**src/rtl/hs_read_requester.sv**
```systemverilog
module hs_read_requester #(
  parameter int AW = 16,
  parameter int DW = 16,
  parameter int SYNC_STAGES = 2
) (
  input  logic          clk,
  input  logic          rst_n,
  input  logic          start_i,
  input  logic [AW-1:0] addr_i,
  input  logic          bus_free_i,
  input  logic          ack_i,
  input  logic          rdy_i,
  input  logic [DW-1:0] data_i,
  output logic [AW-1:0] addr_o,
  output logic          addr_oe_o,
  output logic          req_o,
  output logic          ack_o,
  output logic          ack_oe_o,
  output logic          busy_o,
  output logic          done_o,
  output logic [DW-1:0] rdata_o
);

  typedef enum logic [2:0] {
    IDLE, WAIT_BUS, SETUP, REQ, WAIT_RDY, ACK_HI, ACK_LO
  } state_t;

  state_t state, nxt;
  logic [SYNC_STAGES-1:0] ack_q, rdy_q;
  logic ack_s, rdy_s;
  logic [AW-1:0] addr_q;
  logic [DW-1:0] data_q;

  always_ff @(posedge clk) begin
    if (!rst_n) begin
      ack_q <= '0;
      rdy_q <= '0;
    end else begin
      ack_q <= {ack_q[SYNC_STAGES-2:0], ack_i};
      rdy_q <= {rdy_q[SYNC_STAGES-2:0], rdy_i};
    end
  end

  assign ack_s = ack_q[SYNC_STAGES-1];
  assign rdy_s = rdy_q[SYNC_STAGES-1];

  always_comb begin
    nxt = state;
    case (state)
      IDLE:     if (start_i)    nxt = WAIT_BUS;
      WAIT_BUS: if (bus_free_i) nxt = SETUP;
      SETUP:                    nxt = REQ;
      REQ:      if (ack_s)      nxt = WAIT_RDY;
      WAIT_RDY: if (rdy_s)      nxt = ACK_HI;
      ACK_HI:   if (!rdy_s)     nxt = ACK_LO;
      ACK_LO:                   nxt = IDLE;
      default:                  nxt = IDLE;
    endcase
  end

  always_ff @(posedge clk) begin
    if (!rst_n) begin
      state  <= IDLE;
      addr_q <= '0;
      data_q <= '0;
    end else begin
      state <= nxt;
      if (state == IDLE && start_i) addr_q <= addr_i;
      if (state == WAIT_RDY && rdy_s) data_q <= data_i;
    end
  end

  assign addr_o    = addr_q;
  assign addr_oe_o = (state == SETUP) || (state == REQ);
  assign req_o     = (state == REQ);
  assign ack_oe_o  = (state == ACK_HI) || (state == ACK_LO);
  assign ack_o     = (state == ACK_HI);
  assign busy_o    = (state != IDLE);
  assign done_o    = (state == ACK_LO);
  assign rdata_o   = data_q;

  assert_free_before_drive_R1: assert property (@(posedge clk) disable iff (!rst_n)
    $rose(addr_oe_o) |-> $past(bus_free_i));

  assert_addr_before_req_R2: assert property (@(posedge clk) disable iff (!rst_n)
    $rose(req_o) |-> addr_oe_o && $past(addr_oe_o) && !$past(req_o));

  assert_release_together_R3: assert property (@(posedge clk) disable iff (!rst_n)
    $fell(req_o) |-> !addr_oe_o);

  assert_ack_high_on_drive_R4: assert property (@(posedge clk) disable iff (!rst_n)
    $rose(ack_oe_o) |-> ack_o);

  assert_done_single_R5: assert property (@(posedge clk) disable iff (!rst_n)
    done_o |=> !done_o && !ack_oe_o && !busy_o);

  assert_quiet_when_idle_R8: assert property (@(posedge clk) disable iff (!rst_n)
    !busy_o |-> !addr_oe_o && !ack_oe_o && !req_o);

  assert_no_dual_drive_R4: assert property (@(posedge clk) disable iff (!rst_n)
    !(addr_oe_o && ack_oe_o));

endmodule

```
**config.mk**
```make
export PLATFORM = sky130hd
export DESIGN_NAME = hs_read_requester
export DESIGN_NICKNAME = d
export VERILOG_FILES = /design/src/rtl/hs_read_requester.sv
export SDC_FILE = /design/constraint.sdc
export NUM_CORES = 1
export LEC_CHECK = 0
export BUFFER_PORTS_ARGS = -buffer_cell sky130_fd_sc_hd__buf_2
export CAP_MARGIN = 20
export CORE_MARGIN = 3
export CORE_UTILIZATION = 42
export DETAILED_ROUTE_END_ITERATION = 7
export PLACE_DENSITY = 0.84
export REMOVE_ABC_BUFFERS = 1
export SYNTH_ARGS = -nofsm -noshare
export SYNTH_HDL_FRONTEND = slang
export SYNTH_SLANG_ARGS = --single-unit
```
**constraint.sdc**
```tcl
create_clock -name clk -period 1.6 [get_ports clk]
set_input_delay 0 -clock clk [delete_from_list [all_inputs] [get_ports clk]]
set_output_delay 0 -clock clk [all_outputs]
set_load 0.02 [all_outputs]
```
Yosys cells after proc, flatten, opt, wreduce, memory -nomap -nowiden
Cells that the tools add are included.

Flip-flop bits (word level): 39. Logic and storage cells: 29. Output and inout bits: 38. Latch bits: 0. Memory bits (writable): 0. Memories: 0. Bits in read-only memories: 0.

Order comparisons: 0. Shift-type cells: 0. Div/mod/pow operators: 0. Add/sub/neg operators: 0. Equal/unequal tests: 11. Reductions and logical operators: 7. Bitwise logic cells: 0. Multiplexer cells: 6. Multiply operators: 0.

Operators by type and width (count): one-hot mux 3 bit (6 select lines) (1); 2-to-1 mux 3 bit (5); == test 3 bit (second input constant) (3); != test 2 bit (second input constant) (4); == test 3 x 2 -> 1 bit (second input constant) (2); AND reduction 5 bit (1); == test 3 x 1 -> 1 bit (second input constant) (1); logical NOT 3 bit (1); nonzero test 3 bit (1); logical AND 1 bit (2); logical OR 1 bit (2); != test 2 x 1 -> 1 bit (second input constant) (1).

Logic depth before layout (Yosys ltp)
Gate-level depths: netlist (run 1).

Depth in word-level cells: 3. Gate-level depth with buffers: 6. Mapped depth without buffers: 3.

Worst setup path after synthesis (run 1)
No wires, ideal clock.

Kind: reg2reg. From: register state[1]. To: register state[2]. Stages on the path, launching flop included: 4. Data required time: 1524 ps. Arrival: 1154 ps. Slack: 371 ps. Clock period less this slack: 1229 ps. Cell sequence: dfxtp_1 nor2b_1 nand3_1 a21boi_0.

Word-level cells in the longest chain between the ends: 3. Elaborated cells on any way between the ends: 13. Classes of those cells: 10 x eq/ne; 1 x mux; 2 x reduce/logical.

Ends and longest elaborated chain: from (decl) (RTL line 28) `state_t state, nxt;`; from (signal assigned) (RTL line 67) `state <= nxt;`; == test 3 bit (tied with other cells) (RTL line 49) `case (state)`; != test 2 bit (no line) or != test 2 x 1 -> 1 bit (tied branches); AND reduction 5 bit (no line).

Parallel ways exist; a longest one is shown, timed or not. A chain may end at the register's enable or synchronous reset.

Worst setup path after layout (run 1)
From: register state[1]. To: output ack_oe_o.

Word-level cells in the longest chain between the ends: 2. Elaborated cells on any way between the ends: 3. Classes of those cells: 2 x eq/ne; 1 x reduce/logical.

Ends and longest elaborated chain: == test 3 bit (RTL line 76) `assign ack_oe_o = (state == ACK_HI) || (state == ACK_LO);`; logical OR 1 bit * (RTL line 76); to (decl) (RTL line 18) `output logic ack_oe_o,`.

Mark *: on every way between the ends. The rest lies on a longest branch, timed or not.

==> results by group, run 1 <==
CTS
  – CTS root buf: clkbuf_8
  – Setup bufs post-CTS: 0
  – CTS resizes: 0
  – Clock Path Buffers: 2
  – Num Clock Sinks: 39
  – Hold buffers post-CTS: 34
  – CTS HTree Levels: 2
  – CTS tree: done
  – Num CTS Buffers: 5
  – Skew-Pair Late Insertion Delay: roughly 0.29 ns
  – CTS clk-pin slew, worst paths: 0.07 ns

Setup path
  – Worst path cell trace: nor2b_1 -> and2_1 -> or2_2 -> buf_2
  – Critical Path Max Stage Delay: 0.48 ns
  – Setup crit end kind: primary output
  – Startpoint class of the critical path: flip-flop
  – CP max stage cell: dfxtp_1
  – Critical path data arrival time: between 1 and 1.5 ns
  – Maximum fanout along the worst path: 9
  – Crit Path Class: flip-flop to primary output
  – Critical Path RT: around 1.6 ns

Timing
  – Skew final: ~0.008 ns
  – Rel. slew slack: 0.7526
  – Period utilization: 0.9279
  – Final setup vio count: 0
  – Setup_tns: 0 ns
  – Final Hold Fails: 0
  – Tmin final: ~1.5 ns
  – Worst slew pin tran: 0.3711 ns
  – Fmax achieved: 673.6 MHz
  – Unrepaired setup endpoints after global routing: no
  – Fin Hold WS: 0.02143 ns
  – Max-slew violation count: 0

GRT
  – GR Util All Layers: 0.1886
  – Vias in the first global route: between 1000 and 1500
  – GR Overflow Total: 0
  – Antenna violations before repair: 0
  – First-pass GRT wire length: about 6200 um
  – Largest net degree at the start of global routing: 35

Finish
  – Share of cells above drive strength 1: 0.3123
  – Commonest non-fill, non-tap cell in the layout: buf_2
  – Fill count: approximately 270
  – Non-Filler Instances: ~330
  – Most frequent cells in the layout: buf_2, nand2_1, dfxtp_1
  – Diode count: 0
  – Fin nets: about 320
  – Layout area overhead: 53.48%
  – Core Util, Final: 0.6885
  – Final instance area: about 0.0024 mm2

Detailed routing
  – Routed wire length per instance: approximately 12 um
  – Number of remaining DRC errors: 0
  – Drt pass-1 iters: 5
  – Antenna Nets Post-Route: 0
  – Vias: around 1500
  – Iter 0 DRT Violations: between 100 and 150
  – Routed wire length: approximately 4000 um
  – Drt via density: ~4.7

Synth
  – Mapped Area: ~0.0015 mm2
  – Syn Area/Cell: 8.626 um2
  – Register area share after synthesis: 0.5057
  – Yosys warning count: 0
  – Distinct cells, synth: 23
  – Cells after Synth: between 150 and 200
  – Synth top area share: 0.5057
  – Area leader, netlist: dfxtp_1
  – Yosys reg bits: 39
  – Synth top area cells: dfxtp_1, nand2_1, nand3_1

Power and ir drop
  – Pwr Density: between 900 and 1000 mW/mm2
  – Lkg Pwr: ~1.1 nW
  – Maximum vdd drop: 0.5901 mV

Floorplan
  – Die Ht: about 67 um
  – IO Count: 76
  – Row count: 21
  – Initial Utilization: 0.4486
  – Placeable Area: ~0.0034 mm2
  – Die width: about 67 um
  – Die area: 0.004440 mm2

Hold path
  – Worst Hold Class: primary input to flip-flop

Placement
  – GP Congestion: ~0.80
  – Area post-placement: 0.001917 mm2
  – I/O Buffers: 75
  – Post-DP HPWL: between 2000 and 2500 um
  – Placed cells: roughly 290

Job
  – Max-capacitance violation count: 0

Run status
  – Status: complete, no violations
## cell type report
cell class                      count  area, um2  share of cell area
Multi-Input combinational cell    125      660.6              0.2788
Sequential cell                    39      780.7              0.3295
Clock buffer                        5      68.82             0.02904
Timing Repair Buffer              113      758.2              0.3200
Clock inverter                      3      43.79             0.01848
Tap cell                           46      57.56             0.02429
## cell families (layout without fill, tap and decap cells)
logic type | count (synthesis) | after routing | synth area share
AOI/OAI and AO/OA | 37 | 37 | 0.1523
buffers and inverters | 15 | 121 | 0.06644
DFF | 39 | 39 | 0.5057
and+or+nand+nor | 88 | 88 | 0.2755
## synth_stat cells
cell type   n
nand2_1    51
dfxtp_1    39
nand3_1    17
o21ai_0    13
a21boi_1   10
a21boi_0    8
and2_1      6
nor2b_1     5
buf_6       4
clkbuf_1    4
o21ai_1     4
buf_2       3
buf_4       3
nand2b_1    2
nor2_1      2
a2111oi_1   1
a21oi_1     1
and4bb_1    1
clkbuf_2    1
nand4bb_1   1
nor4b_4     1
or2_2       1
or3_1       1
## per-stage QoR
stage          worst slack [ns]  total power [mW]
6_report                 0.1154             2.154
5_1_grt                 0.01955             2.254
4_1_cts                 0.09436             2.178
3_5_place_dp             0.3333             1.304
3_3_place_gp             0.3675             1.299
2_1_floorplan           0.02175             1.180
## worst max-delay path: cells and delay by family (launching register included)
family | cells | cell delay (ns)
DFF | 1 | 0.48
and+or+nand+nor | 3 | 0.56
buffers and inverters | 1 | 0.16
## routing by layer
metal / global-route usage / vias to the layer above / share of wire
met4: 0.09137 / 0 / 0.0074
met3: 0.05565 / 4 / 0.085
met2: 0.3317 / 66 / 0.49
li1: - / 795 / -
met1: 0.2041 / 684 / 0.42
met5: 0 / - / 0
## registers in the layout (all words and copies together) (netlist names)
signal / cells
rdy_q: 2
addr_o: 16
rdata_o: 16
state: 3
ack_q: 2
## report_power, final
part           switching (mW)  total, mW  internal (mW)
Combinational           0.151      0.310          0.160
Clock                   0.340      0.804          0.464
Sequential             0.0284       1.04           1.01
## worst paths after layout
check | startpoint | to | slack (ns) | cells past startpoint
worst min register to register | rdy_q[0] | rdy_q[1] | 0.43 | 1
worst max register to register | state[2] | rdata_o[0] | 0.32 | 4
worst min-delay path | start_i | state[0] | 0.02 | 3
worst max-delay path | state[1] | ack_oe_o | 0.12 | 4
Power figures use the tool's default switching activity.
==> inputs of run 2 (changes only) <==
CORE_UTILIZATION = 40   (was 42)
clock period = 1.24 ns   (was 1.6 ns; I/O delays follow)
==> run 2 against run 1 <==
  * The run now ends with negative setup slack left
  * Hold slack better by 0.055 ns
  * Design area up 17%
  * Routed wire length up 30%
  * Final cell count up 6.0%
  * Core utilization up 10 points
  * Largest power group unchanged
==> results by group, run 2 (synthesis results as in run 1) <==
Floorplan
  – IO Count: 76 (unchanged)
  – Die width: 68.13 um (+2.3%)
  – Initial Utilization: 0.4385 (-0.01004)
  – Row count: 21 (unchanged)
  – Die Ht: 68.13 um (+2.3%)
  – Die area: 0.004642 mm2 (+4.6%)
  – Placeable Area: 0.003521 mm2 (+2.3%)

Power and ir drop
  – Flop pwr share: 0.480 (-0.003)
  – Switching portion of total power: 0.2596 (+0.01856)
  – Lkg Pwr: 1.221 nW (+14%)
  – Pwr Density: 999.4 mW/mm2 (+10%)
  – Logic pwr share: 0.233 (+0.089)
  – Maximum vdd drop: 0.9020 mV (+53%)
  – Clk pwr share: 0.287 (-0.086)
  – P_sw: 722.3 uW (+39%)
  – Internal power: 2.060 mW (+26%)

Timing
  – Fmax achieved: 704.8 MHz
  – Unrepaired setup endpoints after global routing: yes
  – Final Hold Fails: 0 (unchanged)
  – Final setup vio count: 35 (+35)
  – Setup_tns: -3.824 ns (-3.824 ns)
  – Max-slew violation count: 0 (unchanged)
  – Period utilization: 1.144
  – Worst slew pin tran: 0.3638 ns (-0.007215 ns)
  – Final WS setup: -0.1788 ns (-0.2943 ns)
  – Tmin final: approximately 1.4 ns
  – Rel. slew slack: 0.7574 (+0.004810)
  – Skew final: 0.006447 ns (-0.001417 ns)

CTS
  – CTS tree: done
  – CTS root buf: clkbuf_8
  – CTS clk-pin slew, worst paths: 0.07 ns (about the same)
  – Skew-Pair Late Insertion Delay: 0.28 ns (about the same)
  – Clock Path Buffers: 2 (unchanged)
  – Num CTS Buffers: 5 (unchanged)
  – Num Clock Sinks: 39 (unchanged)
  – CTS HTree Levels: 2 (unchanged)

Finish
  – Fin nets: 342 (+6.2%)
  – Fill count: 234 (-14%)
  – Core Util, Final: 0.7907 (+0.1022)
  – Share of cells above drive strength 1: 0.4754 (+0.1631)
  – Final instance area: 0.002784 mm2 (+17%)
  – Layout area overhead: 80.31%
  – Diode count: 0 (unchanged)
  – Commonest non-fill, non-tap cell in the layout: buf_2
  – Non-Filler Instances: 351 (+6.0%)
  – Most frequent cells in the layout: buf_2, nand2_1, dfxtp_1

Detailed routing
  – Iter 0 DRT Violations: 144 (+17%)
  – Routed wire length: 5228 um (+30%)
  – Drt pass-1 iters: 4 (-1)
  – Antenna Nets Post-Route: 0 (unchanged)
  – Routed wire length per instance: 14.89 um (+22%)
  – Number of remaining DRC errors: 0 (unchanged)
  – Drt via density: 4.966 (+6.1%)
  – Vias: 1743 (+13%)

Setup path
  – Critical Path RT: 1.41 ns (-0.19 ns)
  – CP Launch Point: state[0]
  – Crit Path Class: flip-flop to flip-flop
  – Startpoint class of the critical path: flip-flop
  – Maximum fanout along the worst path: 8 (-1)
  – Setup crit end kind: flip-flop
  – R2r setup slk: -0.18 ns (-0.50 ns)
  – Critical path data arrival time: 1.58 ns (+0.10 ns)
  – Reg2reg start: state[0]

Run status
  – Failing checks: negative setup slack
  – Status: finished, violations left

GRT
  – GR Util All Layers: 0.2212 (+0.03267)
  – GR Overflow Total: 0 (unchanged)
  – Vias in the first global route: 1674 (+18%)
  – Largest net degree at the start of global routing: 29 (-17%)
  – Antenna violations before repair: 0 (unchanged)
  – First-pass GRT wire length: 7734 um (+24%)

Hold path
  – Worst Hold Class: primary input to flip-flop
  – Hold path start: start_i

Placement
  – Post-DP HPWL: 2438 um (+4.7%)
  – Placement Setup Slack: -0.1817 ns (-0.5149 ns)
  – I/O Buffers: 75 (unchanged)
  – Placed cells: 294 (+1.7%)
  – Area post-placement: 0.001979 mm2 (+3.3%)
  – GP Congestion: 0.7599 (-5.0%)

Job
  – Max-capacitance violation count: 0 (unchanged)
run 2: cell types whose count changed in the layout (fill, tap and decap cells not counted), moves of 8 or more:
cell	delta
nand3_1	-8
buf_6	+8
nand2_1	-8
nand2_2	+8
buf_4	+10
o21ai_0	-12
run 2: stage by stage:
stage                     power, mW  hold slack, ns
after global placement        1.709          0.2089
final                         2.782         0.07671
after CTS                     2.735       0.0008521
after detailed placement      1.718          0.2081
after floorplan               1.523          0.1217
after global routing          2.914         0.08663
run 2: layout make-up:
cell class / instances / area, um2 / area share
clock inverters: 1 / 5.005 / 0.001798
well taps: 46 / 57.56 / 0.02067
multi-input cells: 126 / 839.6 / 0.3016
flip-flops and latches: 39 / 789.5 / 0.2836
repair buffers: 132 / 1016 / 0.3649
clock buffers: 7 / 76.32 / 0.02742
run 2: per-layer routing:
layer | vias up | wire [um] | GRT usage | part of all wire
met5 | - | 0 | 0 | 0
met4 | 0 | 89 | 0.06948 | 0.017
met3 | 10 | 351 | 0.07061 | 0.067
met2 | 79 | 2817 | 0.4055 | 0.54
met1 | 805 | 1970 | 0.2389 | 0.38
li1 | 849 | - | - | -
run 2: path summary, 6_finish.rpt:
| check | end | cells after the start |
|---|---|---|
| hold reg to reg | rdy_q[1] | 1 |
| setup reg to reg | addr_o[4] | 7 |
| setup / recovery | addr_o[4] | 7 |
| hold / removal | state[0] | 3 |
run 2: critical path, stage by stage, from the launching register on:
cell	delay (ns)
dfxtp_2	0.33
buf_6	0.11
buf_6	0.10
nor4b_4	0.27
buf_6	0.16
buf_6	0.12
buf_16	0.12
o21ai_1	0.09
run 2: power by group through the flow:
| stage | clock, mW | combinational [mW] | sequential (mW) |
|---|---|---|---|
| after floorplan | 0 | 0.108 | 1.42 |
| after global placement | 0 | 0.350 | 1.36 |
| after detailed placement | 0 | 0.357 | 1.36 |
| after CTS | 0.808 | 0.597 | 1.33 |
| after global routing | 0.881 | 0.692 | 1.34 |
| final | 0.798 | 0.647 | 1.34 |
run 2: what timing repair did:
item / 4_1_cts / 5_1_grt
pin swaps: 19 / 17
buffers inserted: 8 / 4
resized for setup: 46 / 36
setup endpoints to repair: 37 / 38
hold endpoints to repair: 33 / 1
hold buffers: 33 / 1
gates cloned: 3 / 1
==> inputs of run 3 (changes only) <==
CORE_MARGIN = 2   (was 3)
==> run 3 against run 2 <==
  * The flow still finishes with violations (negative setup slack)
  * Clock skew increased by 0.0025 ns
  * Maximum frequency is 4.7% higher
  * Core utilization down 4.5 points
  * Via count decreased by 4.4%
  * Routed wire length decreased by 15%
  * Global-route usage decreased by 3.2 points
  * Sequential cell count did not move
  * First-iteration DRC count shrank 35%
  * Setup slack better by 0.063 ns
  * Sequential share of layout area grew 0.24 points
  * Count of clock-buffer cells in the layout fell by 1
  * Largest cell class unchanged
==> results by group, run 3 (synthesis results as in run 1) <==
Setup path
  – Bufs and invs on worst path: 4 (-1)
  – Startpoint class of the critical path: flip-flop
  – Critical Path Max Stage Delay: 0.33 ns (about the same)
  – Critical Path RT: 1.46 ns (+0.05 ns)
  – CP max stage cell: dfxtp_2
  – Crit Path Class: flip-flop to flip-flop
  – Setup crit end kind: flip-flop
  – Maximum fanout along the worst path: 8 (unchanged)
  – Delay-heaviest family, CP: buffers and inverters
  – Critical path data arrival time: 1.57 ns (about the same)
  – Worst path cell trace: buf_6 -> buf_6 -> nor4b_4 -> buf_6 -> clkbuf_16 -> nand3_2 -> o21ai_1
  – Crit-path most repeated cell: buf_6

Run status
  – Failing checks: negative setup slack
  – Status: finished, violations left

Floorplan
  – Placeable Area: 0.003689 mm2 (+4.8%)
  – Initial Utilization: 0.4186 (-0.01993)
  – Row count: 22 (+4.8%)
  – Die Ht: 66.13 um (-2.9%)
  – IO Count: 76 (unchanged)
  – Die width: 66.13 um (-2.9%)
  – Die area: 0.004373 mm2 (-5.8%)

Power and ir drop
  – P_sw: 736.7 uW (+2.0%)
  – Logic pwr share: 0.191 (-0.042)
  – Maximum vdd drop: 0.9629 mV (+6.8%)
  – Internal power: 2.438 mW (+18%)
  – Clk pwr share: 0.389 (+0.102)
  – Switching portion of total power: 0.2320 (-0.02761)
  – Flop pwr share: 0.420 (-0.060)
  – Lkg Pwr: 1.208 nW (-1.1%)
  – Pwr Density: 1154 mW/mm2 (+15%)

CTS
  – Num Clock Sinks: 39 (unchanged)
  – CTS HTree Levels: 2 (unchanged)
  – CTS tree: done
  – Clock Path Buffers: 2 (unchanged)
  – Skew-Pair Late Insertion Delay: 0.29 ns (about the same)
  – CTS root buf: clkbuf_8
  – CTS clk-pin slew, worst paths: 0.08 ns (about the same)
  – Num CTS Buffers: 5 (unchanged)

Hold path
  – Worst Hold Class: primary input to flip-flop

Timing
  – Final WS setup: -0.1154 ns (+0.06344 ns)
  – Rel. slew slack: 0.6946 (-0.06287)
  – Unrepaired setup endpoints after global routing: yes
  – Fmax achieved: 737.8 MHz (+4.7%)
  – Max-slew violation count: 0 (unchanged)
  – Final Hold Fails: 0 (unchanged)
  – Skew final: 0.008918 ns (+0.002471 ns)
  – Period utilization: 1.093 (-0.05116)
  – Final setup vio count: 18 (-49%)
  – Worst slew pin tran: 0.4581 ns (+0.09431 ns)
  – Tmin final: 1.355 ns (-0.06344 ns)
  – Fin Hold WS: 0.05473 ns (-0.02198 ns)

Detailed routing
  – Vias: 1666 (-4.4%)
  – Drt via density: 4.787 (-3.6%)
  – Drt pass-1 iters: 4 (unchanged)
  – Antenna Nets Post-Route: 0 (unchanged)
  – Routed wire length: 4462 um (-15%)
  – Routed wire length per instance: 12.82 um (-14%)
  – Iter 0 DRT Violations: 94 (-35%)
  – Number of remaining DRC errors: 0 (unchanged)

Finish
  – Non-Filler Instances: 348 (-0.85%)
  – Fin nets: 337 (-1.5%)
  – Core Util, Final: 0.7459 (-0.04476)
  – Diode count: 0 (unchanged)
  – Layout area overhead: 78.20%
  – Share of cells above drive strength 1: 0.4333 (-0.04208)
  – Most frequent cells in the layout: buf_2, nand2_1, dfxtp_1
  – Commonest non-fill, non-tap cell in the layout: buf_2

GRT
  – Vias in the first global route: 1499 (-10%)
  – First-pass GRT wire length: 6306 um (-18%)
  – Largest net degree at the start of global routing: 33 (+14%)
  – Antenna violations before repair: 0 (unchanged)
  – GR Overflow Total: 0 (unchanged)
  – GR Util All Layers: 0.1892 (-0.03205)

Job
  – Max-capacitance violation count: 0 (unchanged)

Placement
  – I/O Buffers: 75 (unchanged)
  – Placed cells: 297 (+1.0%)
  – GP Congestion: 0.8178 (+7.6%)
  – Post-DP HPWL: 2322 um (-4.8%)
run 3: cell count changes in the layout (fill, tap and decap cells not counted), sizes merged:
| cell | change |
|---|---|
| and4bb | -1 |
| buf | -6 |
| bufinv | +2 |
| clkbuf | +1 |
| clkinv | -1 |
run 3: cell type report:
class | count | area [um2]
Tap cell | 48 | 60.06
Multi-Input combinational cell | 125 | 803.3
Fill cell | 258 | 937.1
Clock buffer | 6 | 72.57
Sequential cell | 39 | 787.0
Timing Repair Buffer | 128 | 968.4
Clock inverter | 2 | 60.06
run 3: tightest hold or removal path, delay by kind of cell:
kind	cells	cell delay (ns)
compound gates	1	0.06
buf+inv	1	0.11
simple gates	1	0.13
run 3: power groups by stage:
stage / registers [mW] / logic (mW) / clock network [mW]
after CTS: 1.33 / 0.468 / 1.26
after detailed placement: 1.36 / 0.360 / 0
final: 1.33 / 0.607 / 1.23
after global placement: 1.36 / 0.354 / 0
after floorplan: 1.42 / 0.108 / 0
after global routing: 1.34 / 0.646 / 1.30
run 3: worst paths after layout:
| kind | end | slack (ns) | cells past startpoint | startpoint |
|---|---|---|---|---|
| worst max-delay path | addr_o[3] | -0.12 | 7 | state[0] |
| worst min-delay path | state[0] | 0.05 | 3 | start_i |
| worst max register to register | addr_o[3] | -0.12 | 7 | state[0] |
| worst min register to register | ack_q[1] | 0.44 | 1 | ack_q[0] |
run 3: timing repair:
action,in CTS,in global routing
hold endpoints to repair,34,0
setup buffers,1,5
hold buffers,34,0
cloned,0,3
endpoints found under the setup margin,31,37
pin swaps,2,15
gates resized for setup,17,41
run 3: stage by stage:
step	area [um2]	power (mW)	worst slack [ns]	setup TNS, ns
after floorplan	1441	1.523	-0.3382	-5.508
after global placement	1989	1.712	-0.01608	-0.01608
after detailed placement	1989	1.718	-0.07568	-0.5160
after CTS	2519	3.057	-0.1410	-2.189
after global routing	2751	3.286	-0.1843	-2.604
final	2751	3.175	-0.1154	-1.507
run 3: routing by layer:
| metal | up-vias | track usage | wire, um |
|---|---|---|---|
| met5 | - | 0 | 0 |
| met4 | 0 | 0.09694 | 74 |
| met3 | 9 | 0.04600 | 299 |
| met2 | 75 | 0.3375 | 2303 |
| met1 | 752 | 0.2053 | 1784 |
| li1 | 830 | - | - |
